`src/rtl/ata_tf_pkg.sv`:
```
package ata_tf_pkg;

  typedef enum logic [1:0] {
    KIND_NONE = 2'd0,
    KIND_DISK = 2'd1,
    KIND_PKT  = 2'd2,
    KIND_RSVD = 2'd3
  } dev_kind_e;

  typedef enum logic [2:0] {
    OUT_FORWARD = 3'd0,
    OUT_ABORT   = 3'd1,
    OUT_IDENT   = 3'd2,
    OUT_PKTCMD  = 3'd3,
    OUT_NODATA  = 3'd4
  } cmd_out_e;

  typedef struct packed {
    logic [7:0] cnt;
    logic [7:0] num;
    logic [7:0] cyl_lo;
    logic [7:0] cyl_hi;
  } slot_regs_t;

  // command block offsets
  localparam logic [2:0] OFF_DATA = 3'd0;
  localparam logic [2:0] OFF_ERR  = 3'd1;
  localparam logic [2:0] OFF_CNT  = 3'd2;
  localparam logic [2:0] OFF_NUM  = 3'd3;
  localparam logic [2:0] OFF_CYLL = 3'd4;
  localparam logic [2:0] OFF_CYLH = 3'd5;
  localparam logic [2:0] OFF_DH   = 3'd6;
  localparam logic [2:0] OFF_CMD  = 3'd7;

  // status bits
  localparam int ST_BSY = 7;
  localparam int ST_RDY = 6;
  localparam int ST_WF  = 5;
  localparam int ST_DSC = 4;
  localparam int ST_DRQ = 3;
  localparam int ST_ERR = 0;
  localparam int ER_ABRT = 2;

  // command codes
  localparam logic [7:0] CMD_ID_DISK = 8'hEC;
  localparam logic [7:0] CMD_ID_PKT  = 8'hA1;
  localparam logic [7:0] CMD_PACKET  = 8'hA0;
  localparam logic [7:0] CMD_SETFEAT = 8'hEF;
  localparam logic [7:0] CMD_INITP   = 8'h91;
  localparam logic [7:0] CMD_RECAL   = 8'h10;

  localparam logic [7:0] ST_ABORT = 8'h41;
  localparam logic [7:0] ER_ABORT = 8'h04;
  localparam logic [7:0] ST_IDENT = 8'h58;
  localparam logic [7:0] ST_SRST  = 8'h90;
  localparam logic [7:0] ER_DIAG  = 8'h01;
  localparam logic [7:0] DH_FORCE = 8'hA0;

  function automatic logic kind_present(input logic [1:0] k);
    return (k == KIND_DISK) || (k == KIND_PKT);
  endfunction

  function automatic cmd_out_e classify(input logic [7:0] code, input logic [1:0] k);
    cmd_out_e o;
    case (code)
      CMD_ID_DISK: o = (k == KIND_DISK) ? OUT_IDENT : OUT_ABORT;
      CMD_ID_PKT:  o = (k == KIND_PKT) ? OUT_IDENT : OUT_ABORT;
      CMD_PACKET:  o = (k == KIND_PKT) ? OUT_PKTCMD : OUT_ABORT;
      CMD_SETFEAT, CMD_INITP, CMD_RECAL: o = OUT_NODATA;
      default:     o = OUT_FORWARD;
    endcase
    return o;
  endfunction

  function automatic logic [7:0] status_after(input cmd_out_e o, input logic [7:0] st);
    logic [7:0] r;
    r = st;
    case (o)
      OUT_ABORT:  r = ST_ABORT;
      OUT_IDENT:  r = ST_IDENT;
      OUT_PKTCMD: begin
        r[ST_BSY] = 1'b0;
        r[ST_WF]  = 1'b0;
        r[ST_ERR] = 1'b0;
        r[ST_DRQ] = 1'b1;
      end
      OUT_NODATA: begin
        r[ST_BSY] = 1'b0;
        r[ST_ERR] = 1'b0;
        r[ST_RDY] = 1'b1;
        r[ST_DSC] = 1'b1;
      end
      default: r = st;
    endcase
    return r;
  endfunction

  function automatic logic [7:0] error_after(input cmd_out_e o, input logic [7:0] er);
    logic [7:0] r;
    case (o)
      OUT_ABORT: r = ER_ABORT;
      OUT_IDENT: r = 8'h00;
      default:   r = er;
    endcase
    return r;
  endfunction

  function automatic logic raises_irq(input cmd_out_e o);
    return (o == OUT_ABORT) || (o == OUT_IDENT) || (o == OUT_NODATA);
  endfunction

  function automatic logic goes_to_engine(input cmd_out_e o);
    return (o == OUT_IDENT) || (o == OUT_PKTCMD) || (o == OUT_FORWARD);
  endfunction

endpackage

```
`src/rtl/ata_tf_slot.sv`:
```
module ata_tf_slot
  import ata_tf_pkg::*;
#(
  parameter logic [15:0] PACKET_SIG = 16'hEB14
) (
  input  logic       clk,
  input  logic       rst_n,
  input  logic       wr_cnt,
  input  logic       wr_num,
  input  logic       wr_cyl_lo,
  input  logic       wr_cyl_hi,
  input  logic [7:0] wdata,
  input  logic       cnt_to_one,
  input  logic       restore,
  input  logic [1:0] kind,
  output slot_regs_t regs
);

  localparam logic [7:0] ONE = 8'h01;

  always_ff @(posedge clk) begin
    if (!rst_n) begin
      regs.cnt    <= ONE;
      regs.num    <= ONE;
      regs.cyl_lo <= 8'h00;
      regs.cyl_hi <= 8'h00;
    end else if (restore) begin
      regs.cnt <= ONE;
      regs.num <= ONE;
      if (kind == KIND_PKT) begin
        regs.cyl_lo <= PACKET_SIG[7:0];
        regs.cyl_hi <= PACKET_SIG[15:8];
      end else begin
        regs.cyl_lo <= 8'h00;
        regs.cyl_hi <= 8'h00;
      end
    end else begin
      if (wr_cnt)     regs.cnt    <= wdata;
      if (cnt_to_one) regs.cnt    <= ONE;
      if (wr_num)     regs.num    <= wdata;
      if (wr_cyl_lo)  regs.cyl_lo <= wdata;
      if (wr_cyl_hi)  regs.cyl_hi <= wdata;
    end
  end

endmodule

```
`src/rtl/ata_tf_cmd_decode.sv`:
```
module ata_tf_cmd_decode
  import ata_tf_pkg::*;
(
  input  logic [7:0] code,
  input  logic [1:0] kind,
  input  logic [7:0] cur_st,
  input  logic [7:0] cur_er,
  output cmd_out_e   outcome,
  output logic [7:0] nxt_st,
  output logic [7:0] nxt_er,
  output logic       want_irq,
  output logic       want_xfer
);

  always_comb begin
    outcome   = classify(code, kind);
    nxt_st    = status_after(outcome, cur_st);
    nxt_er    = error_after(outcome, cur_er);
    want_irq  = raises_irq(outcome);
    want_xfer = goes_to_engine(outcome);
  end

endmodule

```
`src/rtl/ata_tf_irq.sv`:
```
module ata_tf_irq (
  input  logic clk,
  input  logic rst_n,
  input  logic raise,
  input  logic ack,
  input  logic flush,
  input  logic masked,
  output logic irq
);

  logic pend_q;

  always_ff @(posedge clk) begin
    if (!rst_n) begin
      pend_q <= 1'b0;
    end else if (flush) begin
      pend_q <= 1'b0;
    end else if (raise && !masked) begin
      pend_q <= 1'b1;
    end else if (ack) begin
      pend_q <= 1'b0;
    end
  end

  assign irq = pend_q && !masked;

endmodule

```
`src/rtl/ata_taskfile.sv`:
```
module ata_taskfile
  import ata_tf_pkg::*;
#(
  parameter int          SRST_BIT   = 2,
  parameter int          NIEN_BIT   = 1,
  parameter int          SEL_BIT    = 4,
  parameter logic [7:0]  CTRL_RESET = 8'h08,
  parameter logic [15:0] PACKET_SIG = 16'hEB14
) (
  input  logic       clk,
  input  logic       rst_n,
  input  logic       hst_wr,
  input  logic       hst_rd,
  input  logic       hst_ctl,
  input  logic [2:0] hst_off,
  input  logic [7:0] hst_wdata,
  output logic [7:0] hst_rdata,
  input  logic [1:0] slot0_kind,
  input  logic [1:0] slot1_kind,
  output logic       irq,
  output logic       xfer_start,
  output logic [7:0] xfer_cmd,
  output logic       xfer_slot
);

  localparam int         NSLOT     = 2;
  localparam logic [7:0] NIEN_MASK = 8'(1) << NIEN_BIT;
  localparam logic [7:0] HEAD_MASK = 8'h0F;

  logic [1:0] kind_in [NSLOT];
  assign kind_in[0] = slot0_kind;
  assign kind_in[1] = slot1_kind;

  logic [7:0] ctl_q, dh_q, st_q, er_q;
  slot_regs_t slot_q [NSLOT];

  // access events
  logic cb_wr, cb_rd, cmd_wr, dh_wr, ctl_wr, srst_rise, srst_fall, status_rd;
  logic sel, new_sel, sel_present;
  logic [1:0] sel_kind;

  assign cb_wr     = hst_wr && !hst_ctl;
  assign cb_rd     = hst_rd && !hst_ctl;
  assign cmd_wr    = cb_wr && (hst_off == OFF_CMD);
  assign dh_wr     = cb_wr && (hst_off == OFF_DH);
  assign ctl_wr    = hst_wr && hst_ctl && !hst_off[0];
  assign srst_rise = ctl_wr && !ctl_q[SRST_BIT] && hst_wdata[SRST_BIT];
  assign srst_fall = ctl_wr && ctl_q[SRST_BIT] && !hst_wdata[SRST_BIT];
  assign status_rd = cb_rd && (hst_off == OFF_CMD);

  assign sel         = dh_q[SEL_BIT];
  assign new_sel     = hst_wdata[SEL_BIT];
  assign sel_kind    = kind_in[sel];
  assign sel_present = kind_present(sel_kind);

  // command decode
  cmd_out_e   dec_out;
  logic [7:0] dec_st, dec_er;
  logic       dec_irq, dec_xfer, irq_raise;

  ata_tf_cmd_decode u_dec (
    .code      (hst_wdata),
    .kind      (sel_kind),
    .cur_st    (st_q),
    .cur_er    (er_q),
    .outcome   (dec_out),
    .nxt_st    (dec_st),
    .nxt_er    (dec_er),
    .want_irq  (dec_irq),
    .want_xfer (dec_xfer)
  );

  assign irq_raise = cmd_wr && dec_irq;

  // per-slot address registers
  for (genvar g = 0; g < NSLOT; g++) begin : g_slot
    ata_tf_slot #(.PACKET_SIG(PACKET_SIG)) u_slot (
      .clk        (clk),
      .rst_n      (rst_n),
      .wr_cnt     (cb_wr && (hst_off == OFF_CNT)),
      .wr_num     (cb_wr && (hst_off == OFF_NUM)),
      .wr_cyl_lo  (cb_wr && (hst_off == OFF_CYLL)),
      .wr_cyl_hi  (cb_wr && (hst_off == OFF_CYLH)),
      .wdata      (hst_wdata),
      .cnt_to_one (cmd_wr && (dec_out == OUT_PKTCMD) && (sel == 1'(g))),
      .restore    (srst_fall),
      .kind       (kind_in[g]),
      .regs       (slot_q[g])
    );
  end

  // shared channel registers
  always_ff @(posedge clk) begin
    if (!rst_n) begin
      ctl_q <= CTRL_RESET;
      dh_q  <= 8'h00;
      st_q  <= 8'h00;
      er_q  <= ER_DIAG;
    end else begin
      if (ctl_wr) begin
        ctl_q <= srst_rise ? (hst_wdata & ~NIEN_MASK) : hst_wdata;
      end
      if (srst_rise) begin
        st_q <= ST_SRST;
        er_q <= ER_DIAG;
      end else if (srst_fall) begin
        st_q[ST_BSY] <= 1'b0;
        st_q[ST_RDY] <= 1'b1;
        dh_q         <= dh_q & ~HEAD_MASK;
      end
      if (dh_wr) begin
        dh_q <= hst_wdata | DH_FORCE;
        if (!kind_present(kind_in[new_sel])) begin
          er_q[ER_ABRT] <= 1'b1;
          st_q[ST_ERR]  <= 1'b1;
        end
      end
      if (cmd_wr) begin
        st_q <= dec_st;
        er_q <= dec_er;
      end
    end
  end

  // engine strobe
  always_ff @(posedge clk) begin
    if (!rst_n) begin
      xfer_start <= 1'b0;
      xfer_cmd   <= 8'h00;
      xfer_slot  <= 1'b0;
    end else begin
      xfer_start <= cmd_wr && dec_xfer;
      if (cmd_wr && dec_xfer) begin
        xfer_cmd  <= hst_wdata;
        xfer_slot <= sel;
      end
    end
  end

  ata_tf_irq u_irq (
    .clk    (clk),
    .rst_n  (rst_n),
    .raise  (irq_raise),
    .ack    (status_rd),
    .flush  (srst_rise),
    .masked (ctl_q[NIEN_BIT]),
    .irq    (irq)
  );

  // read mux
  always_comb begin
    hst_rdata = 8'h00;
    if (hst_ctl) begin
      if (hst_off[0])       hst_rdata = 8'hFF;
      else if (sel_present) hst_rdata = st_q;
    end else if (!sel_present) begin
      if (hst_off == OFF_DH) hst_rdata = DH_FORCE;
    end else begin
      case (hst_off)
        OFF_ERR:  hst_rdata = er_q;
        OFF_CNT:  hst_rdata = slot_q[sel].cnt;
        OFF_NUM:  hst_rdata = slot_q[sel].num;
        OFF_CYLL: hst_rdata = slot_q[sel].cyl_lo;
        OFF_CYLH: hst_rdata = slot_q[sel].cyl_hi;
        OFF_DH:   hst_rdata = dh_q;
        OFF_CMD:  hst_rdata = st_q;
        default:  hst_rdata = 8'h00;
      endcase
    end
  end

endmodule

```
`config.mk`:
```
export PLATFORM = sky130hd
export DESIGN_NAME = ata_taskfile
export DESIGN_NICKNAME = d
export VERILOG_FILES = /design/src/rtl/ata_tf_pkg.sv /design/src/rtl/ata_tf_slot.sv /design/src/rtl/ata_tf_cmd_decode.sv /design/src/rtl/ata_tf_irq.sv /design/src/rtl/ata_taskfile.sv
export SDC_FILE = /design/constraint.sdc
export NUM_CORES = 1
export LEC_CHECK = 0
export ABC_AREA = 1
export CORE_MARGIN = 2
export CORE_UTILIZATION = 63
export CTS_CLUSTER_DIAMETER = 40
export DETAILED_ROUTE_END_ITERATION = 8
export DONT_BUFFER_PORTS = 1
export PLACE_DENSITY = 0.89
export SLEW_MARGIN = 20
export SYNTH_ARGS = -nofsm -noshare
export SYNTH_HDL_FRONTEND = slang
export SYNTH_SLANG_ARGS = --single-unit
```
`constraint.sdc`:
```
create_clock -name clk -period 2.1 [get_ports clk]
set_input_delay 0.105 -clock clk [delete_from_list [all_inputs] [get_ports clk]]
set_output_delay 0.105 -clock clk [all_outputs]
set_load 0.02 [all_outputs]
```
=== Word-level counts from Yosys, hierarchy flattened ===
Index checks and enable logic that the tools add are counted.

* Register bits: 94
* Bits in latches: 0
* Memory bits (writable): 0
* ROM bits: 0
* Input port bits: 20
* Output and inout port bits: 19
* Logic and storage cells: 170
* Memories: 0

* Add/sub/neg operators: 0
* $mul: 0
* Div/mod/pow operators: 0
* Magnitude comparators: 2
* Equal/unequal tests: 32
* Shift operators: 0
* Multiplexer cells: 49
* Bitwise gates (word level): 4
* Reduce and logical (&&, ||, !) cells: 60

{| class="wikitable"
|+ Operator list
! kind !! count
|-
| $mux 32 || 3
|-
| $mux 8 || 11
|-
| $pmux 8 s7 || 1
|-
| $eq 8x8->1 const B || 5
|-
| $mux 16 || 2
|-
| $mux 13 || 2
|-
| $mux 2 || 13
|-
| $logic_and 1x1->1 || 22
|-
| $reduce_or 3->1 || 6
|-
| $pmux 8 s2 || 1
|-
| $reduce_and 2->1 || 8
|-
| $eq 3x3->1 const B || 5
|-
| $eq 3x2->1 const B || 4
|-
| $pmux 3 s4 || 1
|-
| $ne 2x2->1 const B || 5
|-
| $reduce_bool 2->1 || 5
|-
| $reduce_or 2->1 || 5
|-
| $mux 1 || 9
|-
| $ne 3x2->1 const B || 3
|-
| $eq 2x2->1 const B || 4
|-
| $eq 8x5->1 const B || 1
|-
| $mux 4 || 2
|-
| $eq 3x1->1 const B || 2
|-
| $logic_or 1x1->1 || 6
|-
| 11 further kinds || 21
|}

=== Longest topological paths before layout ===
Gate-level depths: netlist of the first run.

* Depth in word-level cells: 13
* Gate-level depth with buffers: 14
* Depth with buffers taken out: 13

=== Cells and area by module ===
From an unflattened synthesis of the first run, not the netlist that was laid out.

* Cells, all modules: 931
* Area total of the unflattened synthesis: 5652.9 um2

{| class="wikitable"
|+ By module, submodules not included
! module !! instances !! cells an instance !! area an instance (um2) !! seq. area each (um2)
|-
| ata_tf_slot || 2 || 187 || 1295.0 || 640.6
|-
| ata_taskfile || 1 || 455 || 2524.9 || 700.7
|-
| ata_tf_cmd_decode || 1 || 92 || 479.2 || 0.0
|-
| ata_tf_irq || 1 || 10 || 58.8 || 20.0
|}

=== Least setup slack after synthesis of the first run ===
No wires, ideal clock.

* Path kind: register to output
* From: register dh_q[4]
* To: output port hst_rdata[0]
* Arrival: 1.875 ns
* Required time: 1.995 ns
* Setup slack: 0.120 ns
* Stages on the path, launching flop included: 10
* Buffers on the path: 2
* Cell sequence: dfxtp_1 > buf_2 > clkbuf_1 > nand2_1 > o21ai_0 > inv_1 > ha_1 > inv_1 > a21oi_1 > o21ai_0

* Word-level cells in the longest chain between the ends: 9
* Elaborated cells between the ends (all ways): 15
* Classes of those cells: eq/ne (2); mux (11); bitwise (1); reduce/logical (1)

{| class="wikitable"
|+ RTL lines
! item !! line !! source
|-
| start: declaration || ata_taskfile.sv:34 || <nowiki>logic [7:0] ctl_q, dh_q, st_q, er_q;</nowiki>
|-
| start signal: assignment || ata_taskfile.sv:109 || <nowiki>dh_q <= dh_q & ~HEAD_MASK;</nowiki>
|-
| start signal: assignment || ata_taskfile.sv:112 || <nowiki>dh_q <= hst_wdata | DH_FORCE;</nowiki>
|-
| $not 1->2 (implied by the code) (*) || -- ||
|-
| $mux 2 (implied by the code) (3 in series) || ata_taskfile.sv:53 || <nowiki>assign sel_kind = kind_in[sel];</nowiki>
|-
| $eq 2x1->1 or $eq 2x2->1 (tied branches) || ata_tf_pkg.sv:60 || <nowiki>return (k == KIND_DISK) || (k == KIND_PKT);</nowiki>
|-
| $logic_or 1x1->1 || ata_tf_pkg.sv:60 ||
|-
| $mux 8 || ata_taskfile.sv:155 || <nowiki>else if (sel_present) hst_rdata = st_q;</nowiki>
|-
| $mux 8 || ata_taskfile.sv:154 || <nowiki>if (hst_off[0]) hst_rdata = 8'hFF;</nowiki>
|-
| $mux 8 (*) || ata_taskfile.sv:153 || <nowiki>if (hst_ctl) begin</nowiki>
|-
| end: declaration || ata_taskfile.sv:17 || <nowiki>output logic [7:0] hst_rdata,</nowiki>
|}

Mark *: on every way between the ends. The rest lies on a longest branch, timed or not. The select of a mux whose other input is x is not followed.

=== Worst setup path after layout of the first run ===
* From: register dh_q[4]
* To: output port hst_rdata[4]

* Word-level cells in the longest chain between the ends: 9
* Elaborated cells between the ends (all ways): 15
* Classes of those cells: eq/ne (2); mux (11); bitwise (1); reduce/logical (1)

{| class="wikitable"
|+ RTL lines
! item !! line
|-
| $not 1->2 (implied by the code) || --
|-
| $mux 2 (implied by the code) (3 in series) || ata_taskfile.sv:53
|-
| $eq 2x1->1 or $eq 2x2->1 (tied branches) || ata_tf_pkg.sv:60
|-
| $logic_or 1x1->1 || ata_tf_pkg.sv:60
|-
| $mux 8 || ata_taskfile.sv:155
|-
| $mux 8 || ata_taskfile.sv:154
|-
| $mux 8 (*) || ata_taskfile.sv:153
|}

Marked as above.

==> impl_results.md, run 1 <==
- Critical Path RT: approximately 2.0 ns
- CTS buffer count: 9
- Switching share of total power: roughly 28%
- CTS tree: yes
- Vias in the first global route: ~3700
- Seq pwr share: roughly half
- Worst clock skew: ~0.0057 ns
- Failing checks: negative setup slack
- Distinct cell type count after synthesis: 35
- Tot Pwr: about 3 mW
- Tcrit/Tclk final: 100.2%
- Input/output buffers: 0
- Nets: 618
- Worst skew pair latency: roughly 0.36 ns
- Reg clk slew, reported paths: 0.09 ns
- Pwr Density: roughly 690 nW/µm²
- Wire per inst: between 15 and 20 µm
- Die outline width: between 80 and 90 µm
- Final Max Tran Viols: 0
- Final HPWL DP: ~7.6 mm
- Synth-to-layout area growth: 12.91%
- Max_cap viols: 0
- Status: finished, violations left
- CP most frequent cell: nand2_1
- Clock Power Share: between 30% and 40%
- Ys Warns: 0
- Fin cells: just under 700
- Syn nets: around 600
- Antenna Cells: 0
- Post-Syn Area: roughly 3800 µm²
- Worst vdd ir: approximately 0.53 mV
- Worst Hold Class: in -> reg
- Largest net degree at the start of global routing: 29
- First drt pass iteration count: 5
- Critical path type: reg -> out
- Gr ovfl total: 0
- Psw: between 0.8 and 0.9 mW
- Row count: 28
- Initial Util: between 60% and 70%
- Worst EP arrival: ~2.0 ns
- Least-Margin Pin Slew: between 0.9 and 1 ns
- Clock Path Buffers: 2
- I/O Pins: 39
- Fraction of layout cells with a size suffix above 1: a little under an eighth
- First-pass GRT wire length: ~17 mm
- Comb power frac: about a tenth
- Die area: approximately 6600 µm²
- CP startpoint kind: register
- GRT Overall Usage: a little over a third
- Sequential fraction of the synthesis area: between 30 and 40%
- FMAX: ~0.48 GHz
- Initial antenna violation count: 0
- Via-per-instance ratio: approximately 6
- Die Y: roughly 81 µm
- # setup viols final: 1
- Final min period: 2.104 ns
- GPL Wtd Cong: roughly 0.97
- Post-CTS Setup Repair Bufs: 0
- Crit. End Element: output port
- CP Cell Sequence: buf_8, clkinv_1, buf_6, nand2_1, a21oi_1, a21o_1, inv_1, nand4_1, nand2_1, o21ai_0, buf_4
- Normalized max-slew margin: roughly a third
- WHS: 0.01212 ns
- CP Max Fanout: 17
- CTS Sinks: 75
- Yosys reg bits: 75
- Slowest cell delay on critical path: approximately 0.40 ns
- Final worst slack: -0.004185 ns
- Final WL: ~11 mm
- RSZ-0062 raised after global routing: true
- DR vias: between 4000 and 5000
- Antenna Nets Post-Route: 0
- Mapped Cells: 577
- Placed insts: around 650
- Core ar.: roughly 5900 µm²
- Leakage power: 1.806 nW
- Final Hold Viols: 0
- Drt drc: 0
- DRT iter0 DRCs: about 470
- Clk root buf: clkbuf_8
- Slowest cell on crit path: dfxtp_4
- H-tree Lvls: 3
- Avg Inst Size Synth: roughly 6.6 µm²
- Internal Pwr Total: approximately 2.1 mW
[through the flow]
stage / TNS [ns] / util [%] / cell area (µm²) / setup slack (ns)
2_1_floorplan: 0 / - / 3780 / 0.1203
5_1_grt: -0.06305 / 72.95 / 4268 / -0.04437
4_1_cts: 0 / 71.86 / 4204 / 0.001028
3_5_place_dp: 0 / 66.40 / 3885 / 0.1273
3_3_place_gp: 0 / 66.40 / 3885 / 0.2436
6_report: -0.004185 / 72.95 / 4268 / -0.004185
[critical path, delay by kind of cell (launching register included)]
family | cells | cell delay (ns)
AOI/OAI and AO/OA | 3 | 0.35
buffers and inverters | 5 | 0.65
DFF | 1 | 0.40
and+or+nand+nor | 3 | 0.22
[state kept, by name (all words and copies together), names as in the netlist]
name,count
dh_q,7
er_q,2
xfer_start,1
xfer_cmd,8
g_slot.u_slot.regs,48
st_q,5
ctl_q,2
xfer_slot,1
u_irq.pend_q,1
[per-layer routing]
| metal | global-route usage, % | vias to the layer above | wire length (µm) |
|---|---|---|---|
| li1 | - | 1912 | - |
| met1 | 43.75 | 1845 | 4463 |
| met2 | 55.00 | 247 | 5014 |
| met3 | 8.571 | 68 | 1136 |
| met4 | 19.83 | 0 | 650 |
| met5 | 0 | - | 0 |
[final timing paths]
kind                                           startpoint                   endpoint  slack (ns)  cells after the start
worst max-delay path                              dh_q[4]               hst_rdata[4]      -0.004                     11
worst min-delay path                                rst_n  g_slot[1].u_slot.regs[16]        0.01                      3
worst max register to register                    dh_q[4]                xfer_cmd[1]        0.16                     11
worst min register to register  g_slot[1].u_slot.regs[28]  g_slot[1].u_slot.regs[28]        0.46                      2
[layout make-up]
class	count	area (µm²)
Inverter	63	240.2
Fill cell	444	1583
Multi-Input combinational cell	421	1993
Sequential cell	75	1505
Clock buffer	9	123.9
Timing Repair Buffer	25	230.2
Tap cell	75	93.84
Clock inverter	7	76.32
Timing Repair inverter	1	5.005
[cell usage after synthesis]
cell,instances,share of area [%]
nand2_1,175,17
dfxtp_1,75,40
a21oi_1,71,9.4
nor2_1,55,5.5
inv_1,53,5.3
o21ai_0,47,6.2
nand3_1,25,3.3
clkbuf_1,10,0.99
inv_2,8,0.79
nand4_1,5,0.83
nor2_2,5,0.83
a31oi_1,4,0.66
buf_4,4,0.79
nor2_4,4,1.2
a22oi_1,3,0.60
buf_2,3,0.40
nand2_2,3,0.50
o21ai_1,3,0.40
o31ai_1,3,0.60
a21o_1,2,0.40
clkinv_1,2,0.20
ha_1,2,0.66
nand3b_1,2,0.40
o21ai_2,2,0.46
a21boi_0,1,0.20
a21oi_2,1,0.23
and2_0,1,0.17
buf_6,1,0.30
nand3_2,1,0.26
nor3_4,1,0.43
o2111ai_1,1,0.23
o211ai_1,1,0.20
o21bai_1,1,0.20
o22ai_1,1,0.17
or2_2,1,0.17
[layout by cell type (no fill, tap or decap), types with 3 or more instances in the layout]
cell type / instances
a21oi_1: 67
a21oi_2: 5
a22oi_1: 3
a31oi_1: 4
buf_4: 11
clkbuf_8: 9
clkinvlp_4: 3
dfxtp_1: 74
dlygate4sd3_1: 11
inv_1: 51
inv_2: 10
nand2_1: 175
nand3_1: 25
nand4_1: 5
nor2_1: 55
nor2_2: 5
nor2_4: 4
o21ai_0: 40
o21ai_1: 8
o21ai_2: 4
[logic make-up after synthesis]
| logic type | after synthesis | synth area share [%] |
|---|---|---|
| buf+inv | 81 | 8.739 |
| simple gates | 278 | 30.92 |
| fa+ha+maj | 2 | 0.6619 |
| flops | 75 | 39.72 |
| compound gates | 141 | 19.96 |
[power by group through the flow]
stage	sequential, mW	clock [mW]	combinational [mW]
finish	1.47	1.15	0.311
global route	1.47	1.20	0.339
detailed placement	1.50	0	0.246
CTS	1.47	1.14	0.288
floorplan	1.50	0	0.197
global placement	1.50	0	0.241
[timing repair]
| item | in CTS | in global routing |
|---|---|---|
| gates resized for setup | 5 | 20 |
| setup endpoints to repair | 8 | 17 |
| endpoints found under the hold margin | 63 | 0 |
| gates cloned | 0 | 1 |
| pin swaps | 0 | 2 |
| hold buffers | 11 | 0 |
No activity file was read; power rests on OpenSTA's default activity.
==> run 2, diff against run 1 <==
- RECOVER_POWER: not set -> 50
==> impl_results.md, run 2 (same netlist as run 1, synthesis figures left out) <==
- Fin cells: 676 (unchanged)
- CTS tree: yes (unchanged)
- GPL Wtd Cong: 0.9735 (unchanged)
- Clk root buf: clkbuf_8 (unchanged)
- Clock Path Buffers: 2 (unchanged)
- Normalized max-slew margin: 33.15% (was 33.78%)
- R2r setup slk: 0.08 ns (was 0.16 ns)
- Die outline width: 81.46 µm (unchanged)
- Worst skew pair latency: 0.36 ns (about the same)
- Initial antenna violation count: 0 (unchanged)
- Final min period: 2.089 ns (was 2.104 ns)
- Vias in the first global route: 3673 (unchanged)
- DR vias: 4065 (was 4072)
- Placed insts: 648 (unchanged)
- Row count: 28 (unchanged)
- Commonest cells after routing, fill and taps aside: nand2_1 (176), dfxtp_1 (74), a21oi_1 (68) (was nand2_1 (175), dfxtp_1 (74), a21oi_1 (67))
- Gr ovfl total: 0 (unchanged)
- Via-per-instance ratio: 6.013 (was 6.024)
- Worst Hold Class: in -> reg (unchanged)
- Met2 Use GR: 55.00% (unchanged)
- Final worst slack: 0.01104 ns (was -0.004185 ns)
- Worst vdd ir: 0.5249 mV (was 0.5255 mV)
- H-tree Lvls: 3 (unchanged)
- Antenna Nets Post-Route: 0 (unchanged)
- Die Y: 81.46 µm (unchanged)
- Critical path type: reg -> out (unchanged)
- Worst EP arrival: 1.98 ns (was 2.00 ns)
- Commonest non-fill, non-tap cell in the layout: nand2_1 (unchanged)
- Tcrit/Tclk final: 99.47% (was 100.2%)
- Input/output buffers: 0 (unchanged)
- Final WL: 11.37 mm (was 11.27 mm)
- M3 GR Usage: 8.571% (unchanged)
- Final Hold Viols: 0 (unchanged)
- Die area: 6636 µm² (unchanged)
- Pwr Density: 686.6 nW/µm² (was 686.7 nW/µm²)
- CTS Sinks: 75 (unchanged)
- Worst clock skew: 0.006780 ns (was 0.005673 ns)
- Core ar.: 5851 µm² (unchanged)
- Status: complete, no violations (was finished, violations left)
- CP Max Fanout: 17 (unchanged)
- CTS buffer count: 9 (unchanged)
- Leakage power: 1.803 nW (was 1.806 nW)
- Crit. End Element: output port (unchanged)
- RSZ-0062 raised after global routing: true (unchanged)
- Initial Util: 64.61% (unchanged)
- Met1 track demand over resource: 43.75% (unchanged)
- Least-Margin Pin Slew: 0.9995 ns (was 0.9900 ns)
- Critical Path RT: 2.00 ns (about the same)
- I/O Pins: 39 (unchanged)
- FMAX: 0.4787 GHz (was 0.4752 GHz)
- Biggest regs: g_slot.u_slot.regs x48, xfer_cmd x8, dh_q x7 (unchanged)
- # setup viols final: 0 (was 1)
- Reg clk slew, reported paths: 0.08 ns (was 0.09 ns)
- CP startpoint kind: register (unchanged)
- Reg with most FFs: g_slot.u_slot.regs (unchanged)
- Largest net degree at the start of global routing: 29 (unchanged)
- Synth-to-layout area growth: 12.51% (was 12.91%)
- Max_cap viols: 0 (unchanged)
- Wire per inst: 16.83 µm (was 16.66 µm)
- Busiest grt layer: met2 (unchanged)
- First-pass GRT wire length: 17.49 mm (unchanged)
- Nets: 618 (unchanged)
- DRT iter0 DRCs: 509 (was 472)
- First drt pass iteration count: 8 (was 5)
- Antenna Cells: 0 (unchanged)
- Post-CTS Setup Repair Bufs: 0 (unchanged)
- GRT Overall Usage: 34.97% (unchanged)
- Final Max Tran Viols: 0 (unchanged)
- Fraction of layout cells with a size suffix above 1: 10.32% (was 11.48%)
- Final HPWL DP: 7.578 mm (unchanged)
- Worst slack, placed: 0.1273 ns (unchanged)
- Max reg flops: 48 (unchanged)
- Drt drc: 0 (unchanged)
## run 2: cell count changes in the layout (fill, tap and decap cells not counted), moves of 2 or more
cell,change
inv_1,+2
inv_2,-2
nor2_1,+2
nor2_2,-2
## run 2: power by group
part,internal (mW),switching [mW]
Clock,0.557,0.582
Combinational,0.102,0.209
Sequential,1.45,0.0220
Total,2.11,0.813
## run 2: cell type report
type | instances | area (µm²)
fill | 449 | 1598
tap | 75 | 93.84
clock buffer | 9 | 123.9
sequential | 75 | 1505
multi-input combinational | 421 | 1982
timing repair inverter | 1 | 5.005
inverter | 63 | 240.2
clock inverter | 7 | 76.32
timing repair buffer | 25 | 226.5
## run 2: final timing paths
path	from	cells past startpoint	endpoint
setup / recovery	dh_q[4]	11	hst_rdata[4]
hold / removal	hst_wdata[0]	2	g_slot[1].u_slot.regs[16]
setup reg to reg	dh_q[4]	11	xfer_cmd[1]
hold reg to reg	g_slot[1].u_slot.regs[28]	2	g_slot[1].u_slot.regs[28]
## run 2: routing by layer
metal | vias up | share of wire, % | wire, µm
met5 | - | 0 | 0
met1 | 1837 | 39 | 4483
li1 | 1908 | - | -
met2 | 248 | 44 | 5060
met3 | 72 | 10 | 1191
met4 | 0 | 5.6 | 638
## run 2: worst max-delay path, stage by stage (launching register included)
cell and delay [ns]:
dfxtp_4 0.40, buf_8 0.14, clkinv_1 0.07, buf_6 0.17
nand2_1 0.07, a21oi_1 0.06, a21o_1 0.15, inv_1 0.08
nand4_1 0.08, nand2_1 0.08, o21ai_0 0.14, buf_4 0.20
## run 2: timing repair
item,in CTS,in global routing
endpoints found under the hold margin,63,0
pin swaps,0,2
resized for setup,5,20
gates cloned,0,1
hold buffers,11,0
setup endpoints to repair,8,17
## run 2: through the flow
stage | TNS [ns] | instance area (µm²) | util (%) | power [mW] | hold slack (ns)
after detailed placement | 0 | 3885 | 66.40 | 1.750 | 0.2012
after global routing | -0.1547 | 4253 | 72.69 | 3.008 | 0.03490
after floorplan | 0 | 3780 | - | 1.696 | 0.2287
after global placement | 0 | 3885 | 66.40 | 1.743 | 0.2033
final | 0 | 4253 | 72.69 | 2.920 | 0.02586
after CTS | 0 | 4204 | 71.86 | 2.899 | 0.008822
